### src/rtl/codec_spi_pkg.sv
package codec_spi_pkg;
  localparam int HDR_W = 8;

  // power-on register content by page offset
  function automatic logic [31:0] reg_reset_val(int off);
    return (off == 32'h2D) ? 32'h0000_00AA : 32'h0;
  endfunction
endpackage

### src/rtl/codec_spi_sync.sv
module codec_spi_sync #(
  parameter int             WIDTH   = 1,
  parameter int             STAGES  = 2,
  parameter logic [WIDTH-1:0] RST_VAL = '0
) (
  input  logic             clk_i,
  input  logic             rst_ni,
  input  logic [WIDTH-1:0] d_i,
  output logic [WIDTH-1:0] q_o
);
  logic [STAGES-1:0][WIDTH-1:0] pipe_q;

  for (genvar g = 0; g < STAGES; g++) begin : g_stage
    always_ff @(posedge clk_i or negedge rst_ni) begin
      if (!rst_ni)     pipe_q[g] <= RST_VAL;
      else if (g == 0) pipe_q[g] <= d_i;
      else             pipe_q[g] <= pipe_q[(g == 0) ? 0 : g-1];
    end
  end

  assign q_o = pipe_q[STAGES-1];
endmodule

### src/rtl/codec_spi_mode_det.sv
module codec_spi_mode_det #(
  parameter int MODE_PULSES = 3
) (
  input  logic clk_i,
  input  logic rst_ni,
  input  logic cs_rise_i,
  output logic mode_o
);
  localparam int PC_W = $clog2(MODE_PULSES + 1);
  localparam logic [PC_W-1:0] PC_LAST = PC_W'(MODE_PULSES - 1);

  logic [PC_W-1:0] pulse_cnt_q;
  logic            mode_q;

  always_ff @(posedge clk_i or negedge rst_ni) begin
    if (!rst_ni) begin
      pulse_cnt_q <= '0;
      mode_q      <= 1'b0;
    end else if (cs_rise_i && !mode_q) begin
      if (pulse_cnt_q == PC_LAST) mode_q <= 1'b1;
      else                        pulse_cnt_q <= pulse_cnt_q + 1'b1;
    end
  end

  assign mode_o = mode_q;

  assert_mode_sticky_R2: assert property (@(posedge clk_i) disable iff (!rst_ni)
    mode_q |=> mode_q);
endmodule

### src/rtl/codec_spi_frame.sv
module codec_spi_frame
  import codec_spi_pkg::*;
#(
  parameter int ADDR_W = 16,
  parameter int DATA_W = 8
) (
  input  logic              clk_i,
  input  logic              rst_ni,
  input  logic              mode_i,
  input  logic              cs_s_i,
  input  logic              sclk_rise_i,
  input  logic              sclk_fall_i,
  input  logic              mosi_s_i,
  input  logic [DATA_W-1:0] rdata_i,
  output logic [ADDR_W-1:0] addr_o,
  output logic [DATA_W-1:0] wdata_o,
  output logic              we_o,
  output logic              miso_o
);
  localparam int FRAME_BITS = HDR_W + ADDR_W + DATA_W;
  localparam int CNT_W      = $clog2(FRAME_BITS + 1);
  localparam logic [CNT_W-1:0] CNT_ADDR_LAST = CNT_W'(HDR_W + ADDR_W - 1);
  localparam logic [CNT_W-1:0] CNT_DATA_0    = CNT_W'(HDR_W + ADDR_W);
  localparam logic [CNT_W-1:0] CNT_LAST      = CNT_W'(FRAME_BITS - 1);
  localparam logic [CNT_W-1:0] CNT_FULL      = CNT_W'(FRAME_BITS);

  logic [CNT_W-1:0]  cnt_q;
  logic [ADDR_W-1:0] rx_q;
  logic [ADDR_W:0]   rx_next;
  logic [ADDR_W-1:0] addr_q;
  logic              rd_q;
  logic [DATA_W-1:0] wdata_q;
  logic              we_q;
  logic [DATA_W-1:0] tx_q;
  logic              miso_q;
  logic              active;

  assign active  = mode_i & ~cs_s_i;
  assign rx_next = {rx_q, mosi_s_i};

  always_ff @(posedge clk_i or negedge rst_ni) begin
    if (!rst_ni) begin
      cnt_q   <= '0;
      rx_q    <= '0;
      addr_q  <= '0;
      rd_q    <= 1'b0;
      wdata_q <= '0;
      we_q    <= 1'b0;
      tx_q    <= '0;
      miso_q  <= 1'b0;
    end else if (!active) begin
      cnt_q  <= '0;
      we_q   <= 1'b0;
      tx_q   <= '0;
      miso_q <= 1'b0;
    end else begin
      we_q <= 1'b0;
      if (sclk_rise_i && cnt_q < CNT_FULL) begin
        cnt_q <= cnt_q + 1'b1;
        rx_q  <= rx_next[ADDR_W-1:0];
        if (cnt_q == CNT_ADDR_LAST) begin
          addr_q <= rx_next[ADDR_W-1:0];
          rd_q   <= rx_next[ADDR_W];   // header bit 0
        end
        if (cnt_q == CNT_LAST && !rd_q) begin
          we_q    <= 1'b1;
          wdata_q <= rx_next[DATA_W-1:0];
        end
      end
      if (sclk_fall_i) begin
        if (rd_q && cnt_q == CNT_DATA_0) begin
          miso_q <= rdata_i[DATA_W-1];
          tx_q   <= {rdata_i[DATA_W-2:0], 1'b0};
        end else if (rd_q && cnt_q > CNT_DATA_0 && cnt_q < CNT_FULL) begin
          miso_q <= tx_q[DATA_W-1];
          tx_q   <= {tx_q[DATA_W-2:0], 1'b0};
        end else begin
          miso_q <= 1'b0;
        end
      end
    end
  end

  assign addr_o  = addr_q;
  assign wdata_o = wdata_q;
  assign we_o    = we_q;
  assign miso_o  = miso_q;

  assert_no_write_premode_R1: assert property (@(posedge clk_i) disable iff (!rst_ni)
    !mode_i |-> !we_q);
  assert_miso_on_fall_R7: assert property (@(posedge clk_i) disable iff (!rst_ni)
    (active && !sclk_fall_i) |=> $stable(miso_q));
  assert_idle_restart_R8: assert property (@(posedge clk_i) disable iff (!rst_ni)
    !active |=> (cnt_q == '0));
  assert_write_full_frame_R10: assert property (@(posedge clk_i) disable iff (!rst_ni)
    we_q |-> (cnt_q == CNT_FULL));
  assert_single_write_R11: assert property (@(posedge clk_i) disable iff (!rst_ni)
    we_q |=> !we_q);
endmodule

### src/rtl/codec_spi_regfile.sv
module codec_spi_regfile
  import codec_spi_pkg::*;
#(
  parameter int                ADDR_W    = 16,
  parameter int                DATA_W    = 8,
  parameter int                NUM_REGS  = 64,
  parameter logic [ADDR_W-1:0] BASE_ADDR = 16'h4000
) (
  input  logic              clk_i,
  input  logic              rst_ni,
  input  logic [ADDR_W-1:0] addr_i,
  input  logic              we_i,
  input  logic [DATA_W-1:0] wdata_i,
  output logic [DATA_W-1:0] rdata_o,
  output logic              core_en_o
);
  localparam int IDX_W = $clog2(NUM_REGS);
  localparam logic [ADDR_W-1:0] OFF_CLK  = ADDR_W'(0);
  localparam logic [ADDR_W-1:0] OFF_ALT  = ADDR_W'(2);
  localparam logic [ADDR_W-1:0] OFF_LIM  = ADDR_W'(NUM_REGS);

  logic [NUM_REGS-1:0][DATA_W-1:0] mem_q;
  logic [ADDR_W-1:0] off;
  logic [IDX_W-1:0]  idx;
  logic              hit, exempt, allowed;

  assign off     = addr_i - BASE_ADDR;   // below base wraps out of range
  assign hit     = off < OFF_LIM;
  assign idx     = off[IDX_W-1:0];
  assign exempt  = (off == OFF_CLK) || (off == OFF_ALT);
  assign allowed = hit && (core_en_o || exempt);

  always_ff @(posedge clk_i or negedge rst_ni) begin
    if (!rst_ni) begin
      for (int i = 0; i < NUM_REGS; i++) mem_q[i] <= DATA_W'(reg_reset_val(i));
    end else if (we_i && allowed) begin
      mem_q[idx] <= wdata_i;
    end
  end

  assign core_en_o = mem_q[0][0];
  assign rdata_o   = allowed ? mem_q[idx] : '0;

  assert_locked_write_R5: assert property (@(posedge clk_i) disable iff (!rst_ni)
    (we_i && !core_en_o && off != OFF_CLK && off != OFF_ALT) |=> $stable(mem_q));
  assert_unmapped_write_R9: assert property (@(posedge clk_i) disable iff (!rst_ni)
    (we_i && addr_i < BASE_ADDR) |=> $stable(mem_q));
endmodule

### src/rtl/codec_spi_slave.sv
module codec_spi_slave #(
  parameter int                NUM_REGS    = 64,
  parameter int                MODE_PULSES = 3,
  parameter int                SYNC_STAGES = 2,
  parameter int                ADDR_W      = 16,
  parameter int                DATA_W      = 8,
  parameter logic [ADDR_W-1:0] BASE_ADDR   = 16'h4000
) (
  input  logic clk_i,
  input  logic rst_ni,
  input  logic spi_cs_ni,
  input  logic spi_sclk_i,
  input  logic spi_mosi_i,
  output logic spi_miso_o,
  output logic spi_miso_oe_o,
  output logic spi_mode_o,
  output logic core_en_o
);
  logic [2:0]        pins_s;
  logic              cs_s, sclk_s, mosi_s;
  logic              cs_d_q, sclk_d_q;
  logic              sclk_rise, sclk_fall, cs_rise;
  logic              mode;
  logic [ADDR_W-1:0] addr;
  logic [DATA_W-1:0] wdata, rdata;
  logic              we, miso_bit;

  codec_spi_sync #(.WIDTH(3), .STAGES(SYNC_STAGES), .RST_VAL(3'b110)) u_sync (
    .clk_i (clk_i),
    .rst_ni(rst_ni),
    .d_i   ({spi_cs_ni, spi_sclk_i, spi_mosi_i}),
    .q_o   (pins_s)
  );
  assign {cs_s, sclk_s, mosi_s} = pins_s;

  always_ff @(posedge clk_i or negedge rst_ni) begin
    if (!rst_ni) begin
      cs_d_q   <= 1'b1;
      sclk_d_q <= 1'b1;
    end else begin
      cs_d_q   <= cs_s;
      sclk_d_q <= sclk_s;
    end
  end

  assign sclk_rise = sclk_s & ~sclk_d_q;
  assign sclk_fall = ~sclk_s & sclk_d_q;
  assign cs_rise   = cs_s & ~cs_d_q;

  codec_spi_mode_det #(.MODE_PULSES(MODE_PULSES)) u_mode (
    .clk_i    (clk_i),
    .rst_ni   (rst_ni),
    .cs_rise_i(cs_rise),
    .mode_o   (mode)
  );

  codec_spi_frame #(.ADDR_W(ADDR_W), .DATA_W(DATA_W)) u_frame (
    .clk_i      (clk_i),
    .rst_ni     (rst_ni),
    .mode_i     (mode),
    .cs_s_i     (cs_s),
    .sclk_rise_i(sclk_rise),
    .sclk_fall_i(sclk_fall),
    .mosi_s_i   (mosi_s),
    .rdata_i    (rdata),
    .addr_o     (addr),
    .wdata_o    (wdata),
    .we_o       (we),
    .miso_o     (miso_bit)
  );

  codec_spi_regfile #(
    .ADDR_W(ADDR_W), .DATA_W(DATA_W), .NUM_REGS(NUM_REGS), .BASE_ADDR(BASE_ADDR)
  ) u_regs (
    .clk_i    (clk_i),
    .rst_ni   (rst_ni),
    .addr_i   (addr),
    .we_i     (we),
    .wdata_i  (wdata),
    .rdata_o  (rdata),
    .core_en_o(core_en_o)
  );

  assign spi_miso_oe_o = mode & ~cs_s;
  assign spi_miso_o    = spi_miso_oe_o ? miso_bit : 1'b1;
  assign spi_mode_o    = mode;

  assert_no_drive_premode_R1: assert property (@(posedge clk_i) disable iff (!rst_ni)
    !spi_mode_o |-> (!spi_miso_oe_o && spi_miso_o));
endmodule

### config.mk
export PLATFORM = sky130hd
export DESIGN_NAME = codec_spi_slave
export DESIGN_NICKNAME = d
export VERILOG_FILES = /design/src/rtl/codec_spi_pkg.sv /design/src/rtl/codec_spi_sync.sv /design/src/rtl/codec_spi_mode_det.sv /design/src/rtl/codec_spi_frame.sv /design/src/rtl/codec_spi_regfile.sv /design/src/rtl/codec_spi_slave.sv
export SDC_FILE = /design/constraint.sdc
export NUM_CORES = 1
export LEC_CHECK = 0
export ABC_AREA = 1
export BUFFER_PORTS_ARGS = -buffer_cell sky130_fd_sc_hd__buf_4
export CORE_MARGIN = 8
export CORE_UTILIZATION = 35
export CTS_CLUSTER_DIAMETER = 30
export DETAILED_ROUTE_END_ITERATION = 16
export GPL_TIMING_DRIVEN = 0
export PLACE_DENSITY = 0.54
export SETUP_SLACK_MARGIN = 0.05
export SLEW_MARGIN = 20
export SYNTH_ARGS = -nofsm -noshare
export SYNTH_HDL_FRONTEND = slang
export SYNTH_SLANG_ARGS = --single-unit
### constraint.sdc
create_clock -name clk_i -period 3.8 [get_ports clk_i]
set_input_delay 0.38 -clock clk_i [delete_from_list [all_inputs] [get_ports clk_i]]
set_output_delay 0.38 -clock clk_i [all_outputs]
set_load 0.05 [all_outputs]
==> reports/qor.csv <==
stage,metric,value,unit
drt,DRT antenna net count,0,
timing,final setup margin,0.144,ns
final_layout,final non-filler cell total,4520,
global_routing,largest net degree at the start of global routing,93,
drt,Pre-antenna DRT Iters,6,
placement,hpwl dp,67600,microns
clock_tree,clk slew on worst S/H paths,0.05,ns
global_routing,GRT Total Usage,24.5,%
final_layout,design area,32200,sq um
synth,#FFs+latches synth,579,
critical_path,Critical Path RT,4.39,ns
synth,"Top FF cell, synth",dfrtp_1,
timing,Final min period,3.66,ns
floorplan,Core Region,74200,sq um
drt,Vias,24000,
timing,relative slew slack,15.1,%
placement,RD Place Congestion,0.976,
floorplan,Die W,289,microns
critical_path,Worst path top cell family by delay,buffers and inverters,
critical_path,CP Launch Type,flop,
critical_path,crit-path max FO,10,
global_routing,vias in the first global route,23000,
placement,DP Cell Count,4279,
placement,Placed Area,27600,sq um
synth,post-synth top area cell,dfrtp_1,
floorplan,Initial Util,35.2,%
drt,DRC,0,
clock_tree,H-Tree Depth,4,
critical_path,WP buf/inv,4,
final_layout,Layout Nets,3454,
power_and_ir_drop,Design Power,18.4,mW
floorplan,IO Pins,9,
synth,cell count after synthesis,3296,
critical_path,critical-path cell list,"buf_2, nand2_1, inv_1, clkbuf_1, clkbuf_1, nand3_1, nand4_1, nand2_1, nand2_1, nor2_1, nand2_1, nand2_1, nand2_1, nand2_1",
power_and_ir_drop,power density over the cells,571,nW/um^2
synth,yosys warns,0,
job,MaxCap Viol Count,0,
critical_path,Setup crit end kind,flop,
timing,RSZ-0062 raised after global routing,false,
clock_tree,clock tree buffer depth,3,
min_path,worst hold path class,in -> async,
power_and_ir_drop,Max VDD drop,0.422,mV
floorplan,Die ar.,83600,sq um
critical_path,CP most frequent cell,nand2_1,
critical_path,max incr delay on CP,0.77,ns
synth,Mapped Area,26100,sq um
clock_tree,CTS tree,done,
synth,share of the synthesized area in the top cell type,54.5,%
drt,DR iter-0 viols,2881,
drt,wire per inst,22.5,microns
drt,final WL,102000,microns
power_and_ir_drop,Leakage,14.1,nW
synth,Mapped Nets,3304,
synth,Synth async-reset ratio,100,%
drt,DR vias/cell,5.31,
timing,period utilization,96.2,%
timing,Final Hold Viols,0,
synth,Post-synth EDFFs,0,
critical_path,Crit-path slowest cell,clkbuf_1,
critical_path,WS Path Type,reg -> reg,
synth,"Distinct cells, synth",32,
timing,fmax,0.274,GHz
clock_tree,Skew-Pair Late Insertion Delay,0.72,ns
critical_path,Critical Path AT,4.24,ns
clock_tree,clock root buffer,clkbuf_16,
synth,Synth Area per Inst,7.93,sq um
clock_tree,Post CTS Setup Buffer Count,0,
final_layout,Area Overhead vs Synth,23.4,%
timing,slew at the pin closest to its max-slew limit,1.27,ns
global_routing,Overflow after GRT,0,
floorplan,row count,100,
final_layout,proportion of layout cells with a drive suffix above 1,8.51,%
synth,"Seq/Total Area, Yosys",55.5,%
clock_tree,Num CTS Buffers,130,
placement,pre-CTS WS,0.0139,ns
status,status,"complete, no violations",
global_routing,first-pass GRT wire length,152000,microns
synth,Commonest cells post-synth,"nand2_1, o21ai_0, dfrtp_1",
global_routing,initial antenna violation count,2,
timing,Setup Viol. Count Final,0,
timing,Layout Skew,0.0269,ns
synth,dominant cells by area after synthesis,"dfrtp_1, nand2_1, o21ai_0",
synth,"count leader, synth",nand2_1,
placement,number of buffers inserted by port buffering,8,
timing,Final Max Slew Viols,0,
clock_tree,Clock Sinks,579,
floorplan,Chip Height,289,microns
[sequential cells by signal (all words and copies together) (netlist names)]
register / cells
cs_d_q: 1
sclk_d_q: 1
u_frame.addr_o: 16
u_frame.cnt_q: 6
u_frame.miso_o: 1
u_frame.rd_q: 1
u_frame.rx_q: 16
u_frame.tx_q: 7
u_frame.wdata_o: 8
u_frame.we_o: 1
u_mode.mode_o: 1
u_mode.pulse_cnt_q: 2
u_regs.core_en_o: 1
u_regs.mem_q: 511
u_sync.pipe_q: 3
u_sync.q_o: 3
[final timing paths]
path / startpoint / end / slack, ns / cells past startpoint
setup reg to reg: u_frame.addr_o[2]$_DFFE_PN0P_ / u_frame.tx_q[3]$_DFFE_PN0P_ / 0.14 / 14
hold / removal: rst_ni / u_regs.mem_q[474]$_DFFE_PN0P_ / 0.21 / 2
min in group clk_i: spi_cs_ni / u_sync.pipe_q[2]$_DFF_PN1_ / 0.33 / 2
setup / recovery: u_frame.addr_o[2]$_DFFE_PN0P_ / u_frame.tx_q[3]$_DFFE_PN0P_ / 0.14 / 14
max in group asynchronous: rst_ni / u_regs.mem_q[347]$_DFFE_PN0P_ / 1.85 / 5
hold reg to reg: u_sync.pipe_q[0]$_DFF_PN0_ / u_sync.q_o[0]$_DFF_PN0_ / 0.35 / 0
[metal layers]
layer | GRT usage, % | routed length [microns] | part of all wire (%)
met4 | 11.3 | 4630 | 4.6
met5 | 0 | 0 | 0
met1 | 33.4 | 43500 | 43
met3 | 5.99 | 9370 | 9.2
met2 | 36.4 | 44200 | 43
[cell type report]
type	count	area [sq um]
Fill cell	7552	42000
Sequential cell	579	14500
Multi-Input combinational cell	2383	10300
Clock buffer	164	3630
Tap cell	969	1210
Clock inverter	70	990
Buffer	214	835
Inverter	120	452
Timing Repair Buffer	18	273
Antenna cell	3	7.51
[logic make-up (layout without fill, tap and decap cells)]
| kind of cell | count (synthesis) | in the layout | share of synthesized area (%) |
|---|---|---|---|
| buffers and inverters | 334 | 586 | 4.90 |
| and+or+nand+nor | 1698 | 1698 | 25.9 |
| AOI/OAI and AO/OA | 680 | 680 | 13.5 |
| xor gates and xnor gates | 2 | 2 | 0.0671 |
| other | 0 | 3 | 0 |
| DFF | 579 | 579 | 55.5 |
| adders and majority gates | 3 | 3 | 0.144 |
[worst register-to-register path: cells and delay by family (launching register included)]
family / cells / cell delay, ns
DFF: 1 / 0.41
and+or+nand+nor: 10 / 1.35
buffers and inverters: 4 / 1.80
[where the power goes]
group	internal, mW	switching, mW	total (mW)
Clock	8.11	3.71	11.8
Sequential	6.24	0.0260	6.26
Combinational	0.0714	0.249	0.321
[through the flow]
step | utilization, % | hold WS (ns) | TNS [ns]
5_1_grt | 43.5 | 0.247 | 0
3_3_place_gp | 36.9 | 0.334 | -2491.37
4_1_cts | 43.4 | 0.202 | 0
2_1_floorplan | - | 0.0844 | 0
3_5_place_dp | 37.2 | 0.340 | 0
6_report | 43.5 | 0.206 | 0
[cells in the final DEF, fill, tap and decap left out, drive strengths merged, types with 2 or more instances in the layout]
master       synthesis  final
nand2             1280   1280
nor3                12     12
nor2               254    254
o21bai              39     39
o22ai               17     17
dfrtp              569    569
nand4               25     25
dfstp               10     10
nand3              124    124
clkinv              10     41
bufinv               0     20
buf                 35     49
o21ai              615    615
a21oi                7      7
ha                   3      3
dlygate4sd3          0      4
clkbuf             179    343
clkinvlp             0      6
diode                0      3
nand3b               2      2
inv                110    123
[repair_timing]
item                                    4_1_cts  5_1_grt
hold buffers                                  4        0
endpoints found under the hold margin        55        0
resized for setup                             1        0
endpoints found under the setup margin        1        0
No activity file was read; power rests on OpenSTA's default activity.
